## config.mk

```make
export PLATFORM = sky130hd
export DESIGN_NAME = seqgen_six
export DESIGN_NICKNAME = d
export VERILOG_FILES = /design/src/rtl/seqgen_pkg.sv /design/src/rtl/seqgen_jk_reg.sv /design/src/rtl/seqgen_excite.sv /design/src/rtl/seqgen_six.sv
export SDC_FILE = /design/constraint.sdc
export NUM_CORES = 1
export LEC_CHECK = 0
export ABC_CLOCK_PERIOD_IN_PS = 1300
export BUFFER_PORTS_ARGS = -buffer_cell sky130_fd_sc_hd__buf_2
export CORE_AREA = 2 2 39 41
export DETAILED_ROUTE_END_ITERATION = 10
export DIE_AREA = 0 0 41 43
export HOLD_SLACK_MARGIN = 0.05
export PLACE_DENSITY = 0.35
export SYNTH_ARGS = -nofsm -noshare
export SYNTH_HDL_FRONTEND = slang
export SYNTH_SLANG_ARGS = --single-unit
```

## constraint.sdc

```tcl
create_clock -name clk -period 1.3 [get_ports clk]
set_clock_uncertainty 0.05 [all_clocks]
set_input_delay 0.195 -clock clk [delete_from_list [all_inputs] [get_ports clk]]
set_output_delay 0.195 -clock clk [all_outputs]
set_load 0.05 [all_outputs]
```

## src/rtl/seqgen_pkg.sv

```systemverilog
package seqgen_pkg;

    localparam int STATE_W = 3;

    typedef logic [STATE_W-1:0] code_t;

    typedef struct packed {
        logic j;
        logic k;
    } jk_t;

    localparam code_t START_CODE = 3'b011;

    function automatic logic jk_apply(input logic cur, input jk_t c);
        unique case ({c.j, c.k})
            2'b00:   return cur;
            2'b10:   return 1'b1;
            2'b01:   return 1'b0;
            default: return ~cur;
        endcase
    endfunction

endpackage

```

## src/rtl/seqgen_jk_reg.sv

```systemverilog
module seqgen_jk_reg
    import seqgen_pkg::*;
#(
    parameter logic INIT = 1'b0
) (
    input  logic clk,
    input  logic rst,
    input  jk_t  ctl,
    output logic q
);

    always_ff @(posedge clk) begin
        if (rst) q <= INIT;
        else     q <= jk_apply(q, ctl);
    end

    a_r5_hold: assert property (@(posedge clk) disable iff (rst)
        (!ctl.j && !ctl.k) |=> $stable(q));
    a_r5_set: assert property (@(posedge clk) disable iff (rst)
        (ctl.j && !ctl.k) |=> q);
    a_r5_clear: assert property (@(posedge clk) disable iff (rst)
        (!ctl.j && ctl.k) |=> !q);
    a_r5_invert: assert property (@(posedge clk) disable iff (rst)
        (ctl.j && ctl.k) |=> (q != $past(q)));

endmodule

```

## src/rtl/seqgen_excite.sv

```systemverilog
module seqgen_excite
    import seqgen_pkg::*;
(
    input  code_t                 s,
    output jk_t [STATE_W-1:0]     ctl
);

    always_comb begin
        // bit 2: invert whenever the middle bit is high
        ctl[2].j = s[1];
        ctl[2].k = s[1];
        // bit 1: always pulled high, inverted when outer bits agree
        ctl[1].j = 1'b1;
        ctl[1].k = ~(s[2] ^ s[0]);
        // bit 0
        ctl[0].j = s[2] & s[1];
        ctl[0].k = ~s[1];
    end

endmodule

```

## src/rtl/seqgen_six.sv

```systemverilog
module seqgen_six
    import seqgen_pkg::*;
#(
    parameter logic [2:0] RESET_CODE = 3'b011
) (
    input  logic       clk,
    input  logic       rst,
    output logic [2:0] q
);

    code_t                state;
    jk_t [STATE_W-1:0]    ctl;

    seqgen_excite u_excite (
        .s   (state),
        .ctl (ctl)
    );

    for (genvar i = 0; i < STATE_W; i++) begin : g_bit
        seqgen_jk_reg #(.INIT(RESET_CODE[i])) u_reg (
            .clk (clk),
            .rst (rst),
            .ctl (ctl[i]),
            .q   (state[i])
        );
    end

    assign q = state;

    a_r1_reset_load: assert property (@(posedge clk)
        rst |=> (q == RESET_CODE));
    a_r2_step_a: assert property (@(posedge clk) disable iff (rst)
        (q == 3'b011) |=> (q == 3'b111));
    a_r2_step_b: assert property (@(posedge clk) disable iff (rst)
        (q == 3'b111) |=> (q == 3'b001));
    a_r2_step_c: assert property (@(posedge clk) disable iff (rst)
        (q == 3'b001) |=> (q == 3'b010));
    a_r2_step_d: assert property (@(posedge clk) disable iff (rst)
        (q == 3'b010) |=> (q == 3'b100));
    a_r2_step_e: assert property (@(posedge clk) disable iff (rst)
        (q == 3'b100) |=> (q == 3'b110));
    a_r3_wrap: assert property (@(posedge clk) disable iff (rst)
        (q == 3'b110) |=> (q == 3'b011));
    a_r9_zero_exit: assert property (@(posedge clk) disable iff (rst)
        (q == 3'b000) |=> (q == 3'b010));
    a_r10_five_exit: assert property (@(posedge clk) disable iff (rst)
        (q == 3'b101) |=> (q == 3'b110));
    a_r6_top_hold: assert property (@(posedge clk) disable iff (rst)
        !q[1] |=> $stable(q[2]));

endmodule

```

Word level (Yosys, flattened, before mapping)
Cells that the tools add are included.
Storage, ports and cells
  register bits after elaboration: 3
  input bits: 2
  output and inout bits: 3
  logic and storage cells: 19
Cells by class
  equality and inequality tests: 4
  muxes and demuxes: 3
  bitwise logic cells: 6
  reduce and logical (&&, ||, !) cells: 3
Operator list (number)
  $logic_not A2 Y1: 3
  $pmux W1 S3: 2
  $eq A2 B1 Y1 const B: 2
  $eq A2 B2 Y1 const B: 2
  $not A1 Y1: 4
  $pmux W1 S2: 1
  $and A1 B1 Y1: 1
  $xor A1 B1 Y1: 1

Longest topological paths before layout
Gate-level depths: netlist of the first run.
  depth in word-level cells: 4
  mapped depth: 2
  gate-level depth less buffers: 2

Hierarchy
From an unflattened synthesis of the first run, not the netlist that was laid out.
Unflattened totals
  cells, all modules: 34
  area total of the unflattened synthesis: 281.5 um^2
Modules (own cells, without submodules)
  seqgen_jk_reg (g_bit[0].u_reg ...): instances 2, cells an instance 9, area each 80.1 um^2, seq. area each 20.0 um^2
  seqgen_jk_reg (g_bit[2].u_reg): instances 1, cells an instance 9, area each 76.3 um^2, seq. area each 20.0 um^2
  seqgen_excite: instances 1, cells an instance 7, area each 45.0 um^2, seq. area each 0.0 um^2

Worst setup path after synthesis of the first run
Ideal clock, no wire load.
  kind: register to output
  start: register g_bit[2].u_reg.q
  end: output port q[2]
  arrival: 0.574 ns
  required time: 1.055 ns
  slack: 0.481 ns
  stages on the path, launching flop included: 2
  buffers on the path: 1
  path through: dfxtp_1 -> buf_4
RTL lines
  start: declaration: RTL line seqgen_jk_reg.sv:9  | output logic q
  start signal: assignment: RTL line seqgen_jk_reg.sv:14  | else q <= jk_apply(q, ctl);
  end: declaration: RTL line seqgen_six.sv:8  | output logic [2:0] q
No word-level cell between the ends.

Worst setup path after layout of the first run
  start: register g_bit[2].u_reg.q
  end: output port q[2]
No word-level cell between the ends.

==> results of run 1 <==
-- layout make-up --
type | count | area (um^2) | area share (%)
Multi-Input combinational cell | 6 | 40.0 | 24.1
Tap cell | 16 | 20.0 | 12.0
Sequential cell | 3 | 60.1 | 36.1
Timing Repair Buffer | 4 | 20.0 | 12.0
Clock buffer | 4 | 26.3 | 15.8
-- how the worst min path moves through the flow --
stage / slack, ns / from / endpoint
floorplan: 0.22 / rst / g_bit[2].u_reg.q
detailed placement: 0.35 / rst / g_bit[2].u_reg.q
CTS: 0.1 / rst / g_bit[2].u_reg.q
global placement: 0.32 / rst / g_bit[2].u_reg.q
global route: 0.11 / rst / g_bit[2].u_reg.q
finish: 0.11 / rst / g_bit[2].u_reg.q
-- per-layer routing --
layer  vias to the layer above  global-route usage [%]  part of all wire (%)
met4                         0                    6.00                     0
li1                         45                       -                     -
met5                         -                       0                     0
met3                         0                    4.71                    18
met1                        37                    4.17                    36
met2                         5                    5.00                    45
-- layout by cell type (no fill, tap or decap) --
cell type / netlist / layout
buf_2: 0 / 4
clkbuf_4: 0 / 3
dfxtp_1: 3 / 3
xnor2_1: 2 / 2
nand3b_1: 1 / 1
o21ai_0: 1 / 1
nand2b_1: 1 / 1
nor2_1: 1 / 1
clkbuf_1: 0 / 1
-- metrics by stage --
| stage | util (%) | worst slack (ns) | instance area, um^2 | hold slack [ns] | instances |
|---|---|---|---|---|---|
| 5_1_grt | 12.0 | 0.111 | 166 | 0.107 | 33 |
| 4_1_cts | 12.0 | 0.147 | 166 | 0.0973 | 33 |
| 6_report | 12.0 | 0.159 | 166 | 0.105 | 33 |
| 2_1_floorplan | - | 0.481 | 123 | 0.217 | 12 |
| 3_3_place_gp | 10.1 | 0.413 | 140 | 0.322 | 29 |
| 3_5_place_dp | 10.1 | 0.400 | 140 | 0.349 | 29 |
-- cells by family (layout without fill, tap and decap cells) --
kind of cell,Yosys count,in the layout,share of synthesized area (%)
xor gates and xnor gates,2,2,14.3
and+or+nand+nor,3,3,14.3
AOI/OAI and AO/OA,1,1,4.08
DFF,3,3,49.0
buffers and inverters,3,8,18.4
==> metrics.cfg, run 1 <==
[clock_tree]
cts_root_buf = clkbuf_4
clk_pin_slew_worst_paths_ns = 0.04
cts_tree = yes
cts_htree_levels = 1
cts_setup_buffers = 0
cts_sinks = 3
holdBufCountCts = 0
clock_path_buffers = 2
insertion_delay_ns = 0.23
numCtsBuffers = 3
cts_resized = 0

[worst_setup_path]
reg2regPathDepth = 2
crit_family = flip-flops
crit_buf_inv = 1
cp_slowest_cell = dfxtp_1
crit_required_ns = 1.05
crit_type = flip-flop to primary output
reg2reg_setup_slack_ns = 0.51
endpoint_kind = primary output
path_cells = buf_2
cp_slowest_stage_delay_ns = 0.38
startpoint_type = flip-flop
arrival_ns = 0.90
r2r_end = g_bit[1].u_reg.q
cp.depth = 1
r2r-start = g_bit[2].u_reg.q
crit_path_start = g_bit[2].u_reg.q
critPathCapture = q[2]
cp_max_fo = 4

[routing]
postRouteWirelength_um = 238
drtPass1Iterations = 1
drcViolationCount = 0
wl_per_cell_um = 7.21
viasPerCell = 2.64
drt_iter0_markers = 0
routed-via-count = 87
final_antenna_net_count = 0

[die]
ios = 5
die_w_um = 41
placementRows = 14
initial_utilization_pct = 8.86
die_area_mm2 = 0.00176
die_y_um = 43
core-area_mm2 = 0.00138

[timing]
period_needed_ns = 1.14
fmax_mhz = 876
slew_viol_final = 0
worst_pin_slew_ns = 0.251
rsz0062_at_grt = false
finalHoldViolations = 0
finalCritPeriodShare_pct = 87.8
setup_violations = 0
slew_headroom_pct = 83.4
final.setup.tns_ns = 0

[synthesis]
yosysTopAreaCell = dfxtp_1
syn_nets = 14
synth.ff_latch_count = 3
yosysUniqueCellTypes = 7
synth.avg_cell_area_um2 = 10.2
synth-main-ff-cell = dfxtp_1
synth_top_area_share_pct = 49.0
yosysSeqAreaShare_pct = 49.0
synth_area_leaders = dfxtp_1, buf_4, xnor2_1, nand3b_1, nand2b_1
syn_inst = 12
synthesis.area_um2 = 123
synth-edff-count = 0
synth-async-reset-ratio_pct = 0
synth_common_cells = buf_4, dfxtp_1, xnor2_1
yosysWarnings = 0

[placed_design]
gp_congestion = 0.446
portBuffers = 4
detailed_place_hpwl_um = 189

[global_routing]
antenna_found_initial = 0
grt_pass1_vias = 112
grt_max_degree = 5
track_usage_pct = 4.71
gr-total-overflow = 0
grt_pass1_wl_um = 441

[min_path]
hold-path-cell-count = 2
hp-class = primary input to flip-flop

[cells_and_area]
n_fill_cell = 158
drive_gt1_share_pct = 41.2
diodes = 0
largest_reg_flops = 3
final_nets = 20
area_delta_synth_final_pct = 35.7
top_register = g_bit.u_reg.q
reg.largest.list = g_bit.u_reg.q: 3 flops

[run_status]
status = finished, final reports clean

[job]
maxCapViolCount = 0

Power of run 1 is left out: the tool's default activity adds up to more than one toggle a clock period on the data nets, which glitch-free logic cannot reach.
==> inputs of run 2 (changes only) <==
--- a/config.mk
+++ b/config.mk
@@ -5,13 +5,14 @@
 export SDC_FILE = /design/constraint.sdc
 export NUM_CORES = 1
 export LEC_CHECK = 0
+export ABC_AREA = 1
 export ABC_CLOCK_PERIOD_IN_PS = 1300
 export BUFFER_PORTS_ARGS = -buffer_cell sky130_fd_sc_hd__buf_2
 export CORE_AREA = 2 2 39 41
 export DETAILED_ROUTE_END_ITERATION = 10
 export DIE_AREA = 0 0 41 43
 export HOLD_SLACK_MARGIN = 0.05
-export PLACE_DENSITY = 0.35
+export PLACE_DENSITY = 0.36
 export SYNTH_ARGS = -nofsm -noshare
 export SYNTH_HDL_FRONTEND = slang
 export SYNTH_SLANG_ARGS = --single-unit
==> metrics.cfg, run 2 <==
[synthesis]
yosysMostFrequentCell = nand2_1
synth-async-reset-ratio_pct = 0
synth_top_area_share_pct = 42.1
synth.ff_latch_count = 3
synth.avg_cell_area_um2 = 6.79
synth_common_cells = nand2_1, inv_1, buf_4, dfxtp_1, nor2_1
synthesis.area_um2 = 143
yosysSeqAreaShare_pct = 42.1
synth-main-ff-cell = dfxtp_1
syn_nets = 23
synth-edff-count = 0
yosysUniqueCellTypes = 7
syn_inst = 21
yosysWarnings = 0
yosysTopAreaCell = dfxtp_1
synth_area_leaders = dfxtp_1, buf_4, nand2_1, inv_1, nor2_1

[worst_setup_path]
path_cells = buf_2
cp_max_fo = 5
reg2regPathDepth = 3
startpoint_type = flip-flop
cp_slowest_cell = dfxtp_1
endpoint_kind = primary output
cp_slowest_stage_delay_ns = 0.37
crit_type = flip-flop to primary output
r2r_end = g_bit[1].u_reg.q
r2r-start = g_bit[1].u_reg.q
arrival_ns = 0.89
reg2reg_setup_slack_ns = 0.59
crit_family = flip-flops
crit_required_ns = 1.05
crit_buf_inv = 1

[placed_design]
portBuffers = 4
gp_congestion = 0.502

[global_routing]
grt_pass1_wl_um = 379
grt_max_degree = 6
grt_pass1_vias = 108
track_usage_pct = 4.91
gr-total-overflow = 0
antenna_found_initial = 0

[timing]
final.setup.tns_ns = 0
setup_violations = 0
period_needed_ns = 1.14
worst_pin_slew_ns = 0.248
finalHoldViolations = 0
rsz0062_at_grt = false
holdWs_ns = 0.118
slew_headroom_pct = 83.6
finalCritPeriodShare_pct = 87.4
fmax_mhz = 880
slew_viol_final = 0

[routing]
postRouteWirelength_um = 265
viasPerCell = 2.83
final_antenna_net_count = 0
drt_iter0_markers = 1
wl_per_cell_um = 6.31
drtPass1Iterations = 2
drcViolationCount = 0
routed-via-count = 119

[pwr]
vdd_drop_max_mv = 0.189
p_leak_uw = 0.000114
power_uw = 361
p_per_area_mw_per_mm2 = 1940

[die]
placementRows = 14
initial_utilization_pct = 10.3
core-area_mm2 = 0.00138
die_y_um = 43
die_area_mm2 = 0.00176
die_w_um = 41
ios = 5

[clock_tree]
cts_htree_levels = 1
cts_resized = 0
cts_sinks = 3
holdBufCountCts = 0
insertion_delay_ns = 0.23
cts_tree = yes
cts_root_buf = clkbuf_4
cts_setup_buffers = 0
numCtsBuffers = 3
clk_pin_slew_worst_paths_ns = 0.03
clock_path_buffers = 2

[cells_and_area]
top_register = g_bit.u_reg.q
final_cell_mix = nand2_1, inv_1, buf_2
layout_commonest_cell = nand2_1
n_fill_cell = 168
diodes = 0
drive_gt1_share_pct = 30.8
area_delta_synth_final_pct = 30.7
multi_input_area_um2 = 41.3
final_nets = 29
ff_latch_area_um2 = 60.1
largest_reg_flops = 3
reg.largest.list = g_bit.u_reg.q: 3 flops

[min_path]
min_from = rst
min_to = g_bit[1].u_reg.q
hold-path-cell-count = 3
hp-class = primary input to flip-flop

[run_status]
status = finished, final reports clean

[job]
maxCapViolCount = 0

## run 2: changes by cell type after synthesis, sizes merged
cell	delta
xnor2	-2
nand3b	-1
nor2	+1
nand2b	-1
inv	+5
nand2	+7
## run 2: how the worst max path moves through the flow
stage                      from  cells past startpoint  slack [ns]  endpoint
2_1_floorplan  g_bit[1].u_reg.q                      1        0.50      q[1]
3_3_place_gp   g_bit[1].u_reg.q                      1        0.39      q[1]
3_5_place_dp   g_bit[1].u_reg.q                      1        0.39      q[1]
4_1_cts        g_bit[1].u_reg.q                      1        0.14      q[1]
5_1_grt        g_bit[1].u_reg.q                      1        0.13      q[1]
6_report       g_bit[1].u_reg.q                      1        0.16      q[1]
## run 2: stage by stage
stage | setup WS [ns] | cell area, um^2 | std cells | util [%]
after floorplan | 0.501 | 143 | 21 | -
after global placement | 0.389 | 160 | 38 | 11.6
after detailed placement | 0.392 | 160 | 38 | 11.6
after CTS | 0.138 | 186 | 42 | 13.5
after global routing | 0.127 | 186 | 42 | 13.5
final | 0.164 | 186 | 42 | 13.5
## run 2: per-layer routing
| metal | routed length, um | GRT usage (%) |
|---|---|---|
| met5 | 0 | 0 |
| met4 | 27 | 12.0 |
| met3 | 34 | 4.71 |
| met2 | 113 | 4.38 |
| met1 | 89 | 2.56 |
## run 2: kinds of logic (layout without fill, tap and decap cells)
logic type	after synthesis	after routing	share of synthesized area [%]
flops	3	3	42.1
buf+inv	8	13	28.9
simple gates	9	9	25.4
compound gates	1	1	3.51
## run 2: cell type report
type,instances,area share [%]
Inverter,5,10.1
Multi-Input combinational cell,10,22.1
Clock buffer,4,14.1
Sequential cell,3,32.2
Tap cell,16,10.7
Timing Repair Buffer,4,10.7
## run 2: where the power goes
group,switching [uW],internal (uW),total [uW]
clock,47.9,115,163
sequential,11.4,105,116
combinational,61.7,20.2,81.9
(Power assumes the default switching activity.)
==> inputs of run 3 (changes only) <==
--- a/config.mk
+++ b/config.mk
@@ -8,9 +8,9 @@
 export ABC_AREA = 1
 export ABC_CLOCK_PERIOD_IN_PS = 1300
 export BUFFER_PORTS_ARGS = -buffer_cell sky130_fd_sc_hd__buf_2
-export CORE_AREA = 2 2 39 41
+export CORE_AREA = 4 4 41 43
 export DETAILED_ROUTE_END_ITERATION = 10
-export DIE_AREA = 0 0 41 43
+export DIE_AREA = 0 0 45 47
 export HOLD_SLACK_MARGIN = 0.05
 export PLACE_DENSITY = 0.36
 export SYNTH_ARGS = -nofsm -noshare
==> metrics.cfg, run 3 (same netlist as run 2, synthesis figures left out) <==
[worst_setup_path]
path_cells = buf_2
r2r_end = g_bit[1].u_reg.q
crit_path_start = g_bit[2].u_reg.q
cp.depth = 1
r2r-start = g_bit[2].u_reg.q
startpoint_type = flip-flop
reg2reg_setup_slack_ns = 0.59
crit_family = flip-flops
cp_slowest_stage_delay_ns = 0.38
crit_required_ns = 1.05
reg2regPathDepth = 4
crit_type = flip-flop to primary output
arrival_ns = 0.89
cp_max_fo = 5
endpoint_kind = primary output
critPathCapture = q[2]
cp_slowest_cell = dfxtp_1
crit_buf_inv = 1

[timing]
rsz0062_at_grt = false
setup_violations = 0
finalCritPeriodShare_pct = 87.6
slew_viol_final = 0
worst_pin_slew_ns = 0.249
fmax_mhz = 878
finalHoldViolations = 0
slew_headroom_pct = 83.5
final.setup.tns_ns = 0
period_needed_ns = 1.14

[die]
placementRows = 13
die_area_mm2 = 0.00212
die_y_um = 47
initial_utilization_pct = 11.0
die_w_um = 45
ios = 5
core-area_mm2 = 0.00130

[run_status]
status = finished, final reports clean

[min_path]
hp-class = primary input to flip-flop

[clock_tree]
cts_htree_levels = 1
cts_tree = yes
clock_path_buffers = 2
cts_resized = 0
holdBufCountCts = 0
clk_pin_slew_worst_paths_ns = 0.04
cts_setup_buffers = 0
cts_sinks = 3
numCtsBuffers = 3
insertion_delay_ns = 0.23
cts_root_buf = clkbuf_4

[cells_and_area]
drive_gt1_share_pct = 30.8
largest_reg_flops = 3
final_nets = 29
area_delta_synth_final_pct = 29.8
layout_commonest_cell = nand2_1
diodes = 0
top_register = g_bit.u_reg.q
reg.largest.list = g_bit.u_reg.q: 3 flops
final_cell_mix = nand2_1, inv_1, buf_2

[routing]
drt_iter0_markers = 2
viasPerCell = 3.02
drcViolationCount = 0
final_antenna_net_count = 0
drtPass1Iterations = 2
routed-via-count = 124
wl_per_cell_um = 6.71
postRouteWirelength_um = 275

[pwr]
p_switching_uw = 124
p_int_uw = 240
seqPwrFrac_pct = 31.9
p_clk_share_pct = 45.4
power_uw = 364
p_per_area_mw_per_mm2 = 1970
p_comb_share_pct = 22.7
vdd_drop_max_mv = 0.423
swShare_pct = 34.1
p_leak_uw = 0.000114

[global_routing]
track_usage_pct = 4.10
grt_pass1_wl_um = 469
grt_pass1_vias = 125
gr-total-overflow = 0
antenna_found_initial = 0
grt_max_degree = 6

[job]
maxCapViolCount = 0

[placed_design]
gp_congestion = 0.615
portBuffers = 4

run 3: cell counts in the layout (fill, tap and decap cells not counted):
Identical to the previous run, type by type.
run 3: per-stage QoR:
step           hold slack [ns]  setup slack (ns)  instance area [um^2]  util [%]  std cells
5_1_grt                  0.132             0.109                   185      14.2         41
3_5_place_dp             0.364             0.405                   159      12.2         37
4_1_cts                  0.111             0.139                   185      14.2         41
3_3_place_gp             0.357             0.399                   159      12.2         37
6_report                 0.119             0.161                   185      14.2         41
2_1_floorplan            0.243             0.501                   143         -         21
run 3: metal layers:
layer	GRT usage (%)	up-vias	part of all wire [%]
met5	0	-	0
met4	3.51	0	0
met3	7.66	0	19
met2	3.95	4	39
met1	2.71	53	43
li1	-	67	-
run 3: layout make-up:
class | count | area (um^2)
clock buffers | 4 | 26.3
fillers | 163 | 1120
inverters | 5 | 18.8
multi-input cells | 10 | 41.3
flip-flops and latches | 3 | 60.1
well taps | 15 | 18.8
repair buffers | 4 | 20.0
run 3: how the worst min path moves through the flow:
stage               start          endpoint  depth (start not counted)
finish                rst  g_bit[1].u_reg.q                          3
global route          rst  g_bit[1].u_reg.q                          3
CTS                   rst  g_bit[1].u_reg.q                          3
detailed placement    rst  g_bit[1].u_reg.q                          3
global placement      rst  g_bit[1].u_reg.q                          3
floorplan             rst  g_bit[1].u_reg.q                          2
run 3: power groups by stage:
stage | logic, uW | registers, uW | clock network [uW]
4_1_cts | 84.0 | 117 | 178
3_3_place_gp | 84.9 | 118 | 0
3_5_place_dp | 83.9 | 118 | 0
6_report | 82.7 | 116 | 165
2_1_floorplan | 83.9 | 116 | 0
5_1_grt | 92.8 | 119 | 183
run 3: tightest hold or removal path, delay by kind of cell:
kind          cells  cell delay [ns]
buf+inv           1             0.09
simple gates      2             0.09
